--- src/rtl/sar_pkg.sv ---
package sar_pkg;

    typedef enum logic [1:0] {
        ST_IDLE = 2'd0,
        ST_CONV = 2'd1,
        ST_TAIL = 2'd2
    } sar_state_e;

endpackage

--- src/rtl/sar_sync.sv ---
module sar_sync #(
    parameter int              W    = 1,
    parameter logic [W-1:0]    INIT = '0
) (
    input  logic         clk,
    input  logic         rst_n,
    input  logic [W-1:0] async_i,
    output logic [W-1:0] sync_o
);
    logic [W-1:0] meta_q;
    logic [W-1:0] stab_q;

    always_ff @(posedge clk or negedge rst_n) begin
        if (!rst_n) begin
            meta_q <= INIT;
            stab_q <= INIT;
        end else begin
            meta_q <= async_i;
            stab_q <= meta_q;
        end
    end

    assign sync_o = stab_q;
endmodule

--- src/rtl/sar_tick.sv ---
module sar_tick #(
    parameter int CYC = 4
) (
    input  logic clk,
    input  logic rst_n,
    input  logic clr_i,
    input  logic en_i,
    output logic last_o
);
    localparam int CW = (CYC > 1) ? $clog2(CYC) : 1;
    localparam logic [CW-1:0] CLAST = CW'(CYC - 1);

    logic [CW-1:0] cnt_d, cnt_q;

    always_comb begin
        cnt_d = cnt_q;
        if (clr_i) begin
            cnt_d = '0;
        end else if (en_i) begin
            cnt_d = (cnt_q == CLAST) ? '0 : cnt_q + 1'b1;
        end
    end

    always_ff @(posedge clk or negedge rst_n) begin
        if (!rst_n) cnt_q <= '0;
        else        cnt_q <= cnt_d;
    end

    assign last_o = en_i && (cnt_q == CLAST);
endmodule

--- src/rtl/sar_trial.sv ---
module sar_trial #(
    parameter int BITS = 12,
    parameter int IDXW = 4
) (
    input  logic            active_i,
    input  logic [BITS-1:0] work_i,
    input  logic [IDXW-1:0] idx_i,
    output logic [BITS-1:0] trial_o
);
    for (genvar b = 0; b < BITS; b++) begin : g_bit
        assign trial_o[b] = active_i && (work_i[b] || (idx_i == IDXW'(b)));
    end
endmodule

--- src/rtl/sar_seq.sv ---
module sar_seq
    import sar_pkg::*;
#(
    parameter int BITS        = 12,
    parameter int CYC_PER_BIT = 4,
    parameter int TAIL_CYC    = 3
) (
    input  logic            clk,
    input  logic            rst_n,
    input  logic            conv_n_i,
    input  logic            pwrdn_i,
    input  logic            ext_clk_i,
    input  logic            sclk_i,
    input  logic            cs_n_i,
    input  logic            cmp_gt_i,
    output logic [BITS-1:0] trial_o,
    output logic            busy_n_o,
    output logic            done_o,
    output logic [BITS-1:0] code_o,
    output logic [BITS-1:0] sreg_o,
    output logic            pd_o
);
    localparam int IDXW = (BITS > 1) ? $clog2(BITS) : 1;
    localparam int TW   = (TAIL_CYC > 1) ? $clog2(TAIL_CYC) : 1;
    localparam logic [TW-1:0]   TLAST = TW'(TAIL_CYC - 1);
    localparam logic [IDXW-1:0] ITOP  = IDXW'(BITS - 1);

    typedef struct packed {
        sar_state_e      st;
        logic [IDXW-1:0] idx;
        logic [BITS-1:0] work;
        logic [BITS-1:0] sreg;
        logic [BITS-1:0] code;
        logic [TW-1:0]   tcnt;
        logic            done;
        logic            pd;
        logic            conv_p;
        logic            pwr_p;
    } regs_t;

    regs_t r_d, r_q;

    // synchronised request lines: conv_n resets high, power-down low
    logic [1:0] req_s;
    logic [2:0] sio_s;
    logic       conv_s_w, pwr_s_w;
    logic       conv_fall_w, pwr_rise_w, start_w, hold_w;
    logic       bit_last_w;

    sar_sync #(.W(2), .INIT(2'b10)) req_sync_i (
        .clk     (clk),
        .rst_n   (rst_n),
        .async_i ({conv_n_i, pwrdn_i}),
        .sync_o  (req_s)
    );

    sar_sync #(.W(3), .INIT(3'b001)) sio_sync_i (
        .clk     (clk),
        .rst_n   (rst_n),
        .async_i ({ext_clk_i, sclk_i, cs_n_i}),
        .sync_o  (sio_s)
    );

    assign conv_s_w    = req_s[1];
    assign pwr_s_w     = req_s[0];
    assign conv_fall_w = r_q.conv_p && !conv_s_w;
    assign pwr_rise_w  = !r_q.pwr_p && pwr_s_w;
    assign start_w     = (r_q.st == ST_IDLE) &&
                         (conv_fall_w || (pwr_rise_w && !conv_s_w));
    // external clock selected, clock high, select asserted
    assign hold_w      = sio_s[2] && sio_s[1] && !sio_s[0];

    sar_tick #(.CYC(CYC_PER_BIT)) tick_i (
        .clk    (clk),
        .rst_n  (rst_n),
        .clr_i  (start_w),
        .en_i   (r_q.st == ST_CONV),
        .last_o (bit_last_w)
    );

    sar_trial #(.BITS(BITS), .IDXW(IDXW)) trial_i (
        .active_i (r_q.st == ST_CONV),
        .work_i   (r_q.work),
        .idx_i    (r_q.idx),
        .trial_o  (trial_o)
    );

    always_comb begin
        r_d        = r_q;
        r_d.done   = 1'b0;
        r_d.conv_p = conv_s_w;
        r_d.pwr_p  = pwr_s_w;

        if (pwr_rise_w) begin
            r_d.pd = 1'b1;
        end else if (r_q.pd && !pwr_s_w && conv_s_w) begin
            r_d.pd = 1'b0;
        end

        case (r_q.st)
            ST_IDLE: begin
                if (start_w) begin
                    r_d.st   = ST_CONV;
                    r_d.idx  = ITOP;
                    r_d.work = '0;
                end
            end
            ST_CONV: begin
                if (bit_last_w) begin
                    r_d.work[r_q.idx] = !cmp_gt_i;
                    if (r_q.idx == '0) begin
                        r_d.st   = ST_TAIL;
                        r_d.tcnt = '0;
                    end else begin
                        r_d.idx = r_q.idx - 1'b1;
                    end
                end
            end
            ST_TAIL: begin
                if (r_q.tcnt == TLAST) begin
                    r_d.st   = ST_IDLE;
                    r_d.done = 1'b1;
                    r_d.code = r_q.work;
                    if (!hold_w) begin
                        r_d.sreg = r_q.work;
                    end
                end else begin
                    r_d.tcnt = r_q.tcnt + 1'b1;
                end
            end
            default: begin
                r_d.st = ST_IDLE;
            end
        endcase
    end

    always_ff @(posedge clk or negedge rst_n) begin
        if (!rst_n) begin
            r_q        <= '0;
            r_q.st     <= ST_IDLE;
            r_q.conv_p <= 1'b1;
        end else begin
            r_q <= r_d;
        end
    end

    assign busy_n_o = (r_q.st == ST_IDLE);
    assign done_o   = r_q.done;
    assign code_o   = r_q.code;
    assign sreg_o   = r_q.sreg;
    assign pd_o     = r_q.pd;
endmodule

--- config.mk ---
export PLATFORM = sky130hd
export DESIGN_NAME = sar_seq
export DESIGN_NICKNAME = d
export VERILOG_FILES = /design/src/rtl/sar_pkg.sv /design/src/rtl/sar_sync.sv /design/src/rtl/sar_tick.sv /design/src/rtl/sar_trial.sv /design/src/rtl/sar_seq.sv
export SDC_FILE = /design/constraint.sdc
export NUM_CORES = 1
export LEC_CHECK = 0
export BUFFER_PORTS_ARGS = -buffer_cell sky130_fd_sc_hd__buf_2
export CAP_MARGIN = 20
export CELL_PAD_IN_SITES_DETAIL_PLACEMENT = 2
export CELL_PAD_IN_SITES_GLOBAL_PLACEMENT = 2
export CORE_MARGIN = 4
export CORE_UTILIZATION = 34
export CTS_BUF_LIST = sky130_fd_sc_hd__clkbuf_8
export CTS_CLUSTER_SIZE = 14
export DETAILED_ROUTE_END_ITERATION = 16
export PLACE_DENSITY = 0.9
export SLEW_MARGIN = 40
export SYNTH_ARGS = -nofsm -noshare
export SYNTH_HDL_FRONTEND = slang
export SYNTH_SLANG_ARGS = --single-unit
--- constraint.sdc ---
create_clock -name clk -period 1.4 [get_ports clk]
set_input_delay 0.28 -clock clk [delete_from_list [all_inputs] [get_ports clk]]
set_output_delay 0.28 -clock clk [all_outputs]
set_load 0.01 [all_outputs]
== Word-level counts from Yosys, hierarchy flattened ==
Cells that the tools add are included.
Cells by class
  bitwise gates (word level): 1
  add/sub/neg operators: 3
  muxes and demuxes: 21
  reductions and logical operators: 52
  equal/unequal tests: 21
  magnitude comparators: 2
Operator list (number)
  $mux W18: 2
  $pmux W16 S2: 1
  $logic_and A1 B1 Y1: 22
  $eq A4 B3 Y1 const B: 4
  $eq A4 B4 Y1 const B: 4
  $mux W2: 8
  $logic_or A1 B1 Y1: 13
  $bwmux W12: 1
  $reduce_and A4 Y1: 3
  $ne A2 B2 Y1 const B: 5
  $eq A4 B2 Y1 const B: 2
  $reduce_bool A2 Y1: 4
  $eq A2 B2 Y1 const B: 3
  $pmux W2 S3: 1
  $reduce_and A3 Y1: 2
  $logic_not A1 Y1: 5
  $lt A4 B5 Y1 const B: 1
  $mux W1: 5
  $add A2 B1 Y2 const B: 2
  $demux W1 S4: 1
  $eq A4 B1 Y1 const B: 1
  $ge A4 B1 Y1 const B: 1
  $logic_not A4 Y1: 1
  $mux W4: 1
  7 further kinds: 7
Word-level totals
  output and inout bits: 39
  logic and storage cells: 115
  register bits: 60

== Depth between registers and ports, before layout ==
  depth in word-level cells: 7
  mapped depth: 7
  gate-level depth less buffers: 6

== By module ==
Synthesis repeated with hierarchy kept, for this count alone.
Second synthesis, totals
  cells, all modules: 259
  area, all modules: 2969.1 um^2
By module, submodules not included
  sar_seq: instances 1, cells each 211, sequential area each 1202.4 um^2, area each 2342.2 um^2
  sar_trial: instances 1, cells each 29, sequential area each 0.0 um^2, area each 265.3 um^2
  sar_sync at sio_sync_i: instances 1, cells each 6, sequential area each 152.6 um^2, area each 152.6 um^2
  sar_tick: instances 1, cells each 9, sequential area each 50.0 um^2, area each 106.4 um^2
  sar_sync at req_sync_i: instances 1, cells each 4, sequential area each 102.6 um^2, area each 102.6 um^2

== Worst setup path after synthesis ==
No wires, ideal clock.
  kind: reg2out
  start: reg r_q[42] (netlist name)
  end: out trial_o[0]
  buffers on the path: 0
  cell stages (with the launch flop): 6
  slack: -0.136 ns
  arrival time: 1.256 ns
  data required time: 1.120 ns
  cells stage by stage: dfrtp_1 > inv_1 > ha_1 > nor3b_4 > nor2_1 > nor2_1
On the way
  word-level cells in the longest chain between the ends: 3
RTL lines
  start, declared: line sar_seq.sv:41  | regs_t r_d, r_q;
  start signal, assigned: line sar_seq.sv:143  | r_q <= r_d;
  $logic_not A4 Y1: line sar_trial.sv:11  | assign trial_o[b] = active_i && (work_i[b] || (idx_i == IDXW'(b)));
  $logic_or A1 B1 Y1: line sar_trial.sv:11
  $logic_and A1 B1 Y1: line sar_trial.sv:11
  end, declared: line sar_seq.sv:16  | output logic [BITS-1:0] trial_o,
Every way passes these cells.

== Final worst setup path ==
  start: reg r_q[45] (netlist name)
  end: out trial_o[5]
On the way
  word-level cells in the longest chain between the ends: 3
RTL lines (line)
  $eq A4 B3 Y1: sar_trial.sv:11
  $logic_or A1 B1 Y1: sar_trial.sv:11
  $logic_and A1 B1 Y1: sar_trial.sv:11
Every way passes these cells.

==> results by group <==
Run status
  • Run status: complete, but fails checks
  • Failing checks: setup timing

Global routing
  • Largest net degree at the start of global routing: 61
  • Overall Global Routing Usage: 21.29%
  • Wire length of the first global-routing pass: 15770 um
  • Vias in the first global route: 2601
  • Final global-route overflow total: 0
  • Number of antenna violations at the first check in global routing: 0

Floorplanning
  • Width of the chip: 99.20 um
  • Die Area: 9840 um2
  • Vertical die dimension: 99.20 um
  • I/O pin cnt: 47
  • Core Area: 7888 um2
  • FP Rows: 32
  • Initial cell density of the core: 35.85%

STA
  • Final setup vio count: 45
  • Final Hold Violating Endpoints: 0
  • Max_slew headroom: 71.06%
  • Post-route worst setup slack: -0.6130 ns
  • FMAX: 496.8 MHz
  • Worst clock skew: 0.01203 ns
  • Pins Over Slew Limit: 0
  • Tightest hold margin: 0.008749 ns
  • Setup repair after global routing missed its margin: yes
  • Slew of the pin with the lowest slew margin: 0.4308 ns
  • Final period demand of the worst path: 2.013 ns
  • Period Utilization, post-route: 143.8%

Power
  • Internal: 4.007 mW
  • Net switching power: 2.700 mW
  • Worst ir drop on vdd: 638.5 uV
  • Pwr Density: 1716 nW/um2
  • Sequential power share: 33.5%
  • Proportion of total power due to net switching: 40.25%
  • Leakage dissipation: 2.028 nW
  • Combinational group share of total power: 44.6%
  • Clock power share: 21.8%

Placement
  • Routability congestion estimate from global placement: 0.7646
  • Instance count after placement with tap cells included: 393
  • Number of buffer cells added on primary ports: 46
  • HPWL Detailed: 5202 um
  • Worst slack at placement: -0.1825 ns
  • Placed Instance Area: 3168 um2

Route
  • Routed vias/inst: 5.355
  • DRC violations left: 0
  • Total length of routed wires: 11990 um
  • Violation count after the first detailed-routing iteration: 79
  • Post-route antenna net violation count: 0
  • Wire per inst: 27.24 um
  • DRT Pass-1 Iters: 4
  • Vias after detailed routing: 2356

Worst setup path
  • Classification of the worst setup path: flop to primary output
  • Kind of cell adding the most delay to the critical path: simple AND/OR/NAND/NOR gates
  • Slowest cell on the critical path: sky130_fd_sc_hd__dfrtp_1
  • Setup crit start kind: flop
  • Arrival time at the worst endpoint: 1.73 ns
  • CP Cell Sequence: buf_4, nor2b_4, a21oi_2, nor2_1, buf_2
  • Combined buffer and inverter count along the critical path: 2
  • Slowest cell delay on critical path: 0.42 ns
  • Critical path endpoint category: primary output
  • Required time reported for the critical path endpoint: 1.12 ns
  • CP max FO: 7

Final layout
  • Area of all sequential standard cells: 1511 um2
  • Fillcell total: 792
  • Layout cells sized above 1: 52.96%
  • Non-Filler Cell Area, Final: 3909 um2
  • Post-layout net count: 347
  • Post-route non-filler standard cell count: 440
  • Total area of multi-input combinational cells: 1339 um2
  • Layout overhead on the synthesized area: 38.23%
  • Post-layout util: 49.56%
  • Count of inserted antenna diode cells: 0

Yosys
  • Sequential area share after synthesis: 53.32%
  • FF+latch count, synth: 60
  • Instance count of the mapped netlist: 258
  • Total standard cell area after synthesis: 2828 um2
  • Count of synthesis-stage warnings from yosys: 0
  • Total nets after synthesis: 272
  • Number of unique standard cell types used by synthesis: 36
  • Average cell area after synthesis: 10.96 um2

CTS
  • Clock slew at the register clock pins of the worst setup and hold paths: 0.08 ns
  • Inserted Clock Buffers: 9
  • Clock sink total: 60
  • TritonCTS clock tree: done
  • Clock insertion delay at the later pin of the skew report: 0.36 ns
  • Total number of H-tree levels: 3
  • Maximum root-to-sink buffer count: 2
  • Root buffer selected by CTS: sky130_fd_sc_hd__clkbuf_8

Run
  • Total of max-cap violations: 0

Min path
  • Min-Delay Path Class: primary input to flop
-- timing repair --
item | 4_1_cts | 5_1_grt
cloned | 2 | 0
setup endpoints to repair | 42 | 56
gates resized for setup | 35 | 42
hold buffers | 1 | 0
pin swaps | 14 | 22
endpoints found under the hold margin | 55 | 0
buffers inserted | 12 | 20
-- Yosys cell counts --
| master | count | area, um2 |
|---|---|---|
| sky130_fd_sc_hd__mux2_2 | 2 | 22.52 |
| sky130_fd_sc_hd__buf_4 | 25 | 187.7 |
| sky130_fd_sc_hd__and2b_4 | 1 | 10.01 |
| sky130_fd_sc_hd__mux2_4 | 10 | 150.1 |
| sky130_fd_sc_hd__ha_1 | 6 | 75.07 |
| sky130_fd_sc_hd__clkbuf_1 | 2 | 7.510 |
| sky130_fd_sc_hd__o2bb2ai_1 | 13 | 113.9 |
| sky130_fd_sc_hd__nand3b_4 | 1 | 20.02 |
| sky130_fd_sc_hd__inv_1 | 5 | 18.77 |
| sky130_fd_sc_hd__buf_2 | 5 | 25.02 |
| sky130_fd_sc_hd__nand2_1 | 56 | 210.2 |
| sky130_fd_sc_hd__buf_6 | 2 | 22.52 |
| sky130_fd_sc_hd__nor2b_1 | 5 | 31.28 |
| sky130_fd_sc_hd__dfrtp_1 | 55 | 1376 |
| sky130_fd_sc_hd__nor2_1 | 15 | 56.30 |
| sky130_fd_sc_hd__nand3_1 | 5 | 25.02 |
| sky130_fd_sc_hd__a2bb2oi_1 | 2 | 17.52 |
| sky130_fd_sc_hd__or3b_1 | 1 | 8.760 |
| sky130_fd_sc_hd__o21ai_1 | 2 | 10.01 |
| sky130_fd_sc_hd__nor3b_1 | 1 | 7.510 |
| sky130_fd_sc_hd__o211ai_2 | 1 | 12.51 |
| sky130_fd_sc_hd__nor3_1 | 1 | 5.000 |
| sky130_fd_sc_hd__o211a_1 | 1 | 10.01 |
| sky130_fd_sc_hd__o21a_1 | 1 | 7.510 |
| sky130_fd_sc_hd__o21ai_0 | 2 | 10.01 |
| sky130_fd_sc_hd__o31ai_1 | 1 | 7.510 |
| sky130_fd_sc_hd__dfstp_2 | 5 | 131.4 |
| sky130_fd_sc_hd__and2_4 | 1 | 8.760 |
| sky130_fd_sc_hd__mux2i_1 | 12 | 120.1 |
| sky130_fd_sc_hd__nand2b_1 | 1 | 6.260 |
| sky130_fd_sc_hd__o21ai_2 | 1 | 8.760 |
| sky130_fd_sc_hd__nor3b_4 | 1 | 18.77 |
| sky130_fd_sc_hd__a31oi_1 | 1 | 6.260 |
| sky130_fd_sc_hd__a21oi_1 | 13 | 65.06 |
| sky130_fd_sc_hd__inv_4 | 1 | 6.260 |
| sky130_fd_sc_hd__or2b_1 | 1 | 7.510 |
-- worst register-to-register path: stages (launching register included) --
cell	delay, ns
sky130_fd_sc_hd__dfrtp_2	0.45
sky130_fd_sc_hd__inv_2	0.10
sky130_fd_sc_hd__ha_4	0.17
sky130_fd_sc_hd__nor3b_4	0.15
sky130_fd_sc_hd__buf_4	0.14
sky130_fd_sc_hd__buf_8	0.13
sky130_fd_sc_hd__nor3b_4	0.24
sky130_fd_sc_hd__nand2_1	0.11
sky130_fd_sc_hd__o21a_1	0.13
-- worst paths after layout --
check / cells after the start / slack, ns / startpoint / endpoint
worst max register to register: 8 / -0.34 / r_q[43]$_DFFE_PN0P_ / r_q[42]$_DFFE_PN0P_
min in group asynchronous: 3 / 0.50 / rst_n / r_q[5]$_DFFE_PN0P_
worst min register to register: 0 / 0.36 / sio_sync_i.meta_q[0]$_DFF_PN1_ / sio_sync_i.sync_o[0]$_DFF_PN1_
worst min-delay path: 1 / 0.009 / conv_n_i / req_sync_i.meta_q[1]$_DFF_PN1_
worst max-delay path: 5 / -0.61 / r_q[45]$_DFFE_PN0P_ / trial_o[5]
max in group asynchronous: 3 / 0.58 / rst_n / sio_sync_i.sync_o[0]$_DFF_PN1_
-- placed cells by master (no fill, tap or decap), types with 6 or more instances in the layout --
master                      count
sky130_fd_sc_hd__nor2_1        10
sky130_fd_sc_hd__buf_6         10
sky130_fd_sc_hd__o2bb2ai_1     13
sky130_fd_sc_hd__nand2_1       49
sky130_fd_sc_hd__dfrtp_1       52
sky130_fd_sc_hd__clkbuf_8      11
sky130_fd_sc_hd__mux2_4        12
sky130_fd_sc_hd__buf_2         45
sky130_fd_sc_hd__mux2i_1        9
sky130_fd_sc_hd__a21oi_2        6
sky130_fd_sc_hd__buf_4         35
-- cell families after synthesis --
family / Yosys count / synth area share (%)
muxes: 24 / 10.35
AOI/OAI and AO/OA: 38 / 9.514
buffers and inverters: 40 / 9.469
and+or+nand+nor: 90 / 14.69
DFF: 60 / 53.32
adders and majority gates: 6 / 2.655
-- flip-flops by register name, indices dropped and copies added, names as in the netlist --
register and flops:
code_o 12, done_o 1, pd_o 1, r_q 22
req_sync_i.meta_q 2, req_sync_i.sync_o 2, sio_sync_i.meta_q 3, sio_sync_i.sync_o 3
sreg_o 12, tick_i.cnt_q 2
-- cell type report --
class                           instances  share of cell area [%]
Clock buffer                           11                   3.873
Clock inverter                          5                  0.5442
Inverter                                6                  0.7042
Multi-Input combinational cell        159                   34.25
Sequential cell                        60                   38.67
Tap cell                              102                   3.265
Timing Repair Buffer                   97                   18.69
-- through the flow --
stage | total power [mW] | TNS [ns]
after floorplan | 3.215 | -0.03712
after global placement | 3.829 | -3.440
after detailed placement | 3.976 | -2.636
after CTS | 5.721 | -6.112
after global routing | 6.978 | -12.93
final | 6.707 | -10.86
-- power groups by stage --
stage	clock network, mW	logic (mW)	registers [mW]
floorplan	0	1.08	2.14
global placement	0	1.69	2.14
detailed placement	0	1.81	2.17
CTS	1.40	2.16	2.16
global route	1.57	3.14	2.27
finish	1.46	2.99	2.25
-- metal layers --
| metal | wire, um | vias up | track usage, % |
|---|---|---|---|
| met5 | 0 | - | 0 |
| met4 | 561 | 0 | 9.664 |
| met3 | 536 | 39 | 3.576 |
| met2 | 6129 | 86 | 38.84 |
| met1 | 4758 | 1233 | 24.16 |
| li1 | - | 998 | - |
Note: power is estimated with default switching activity, not from simulation.
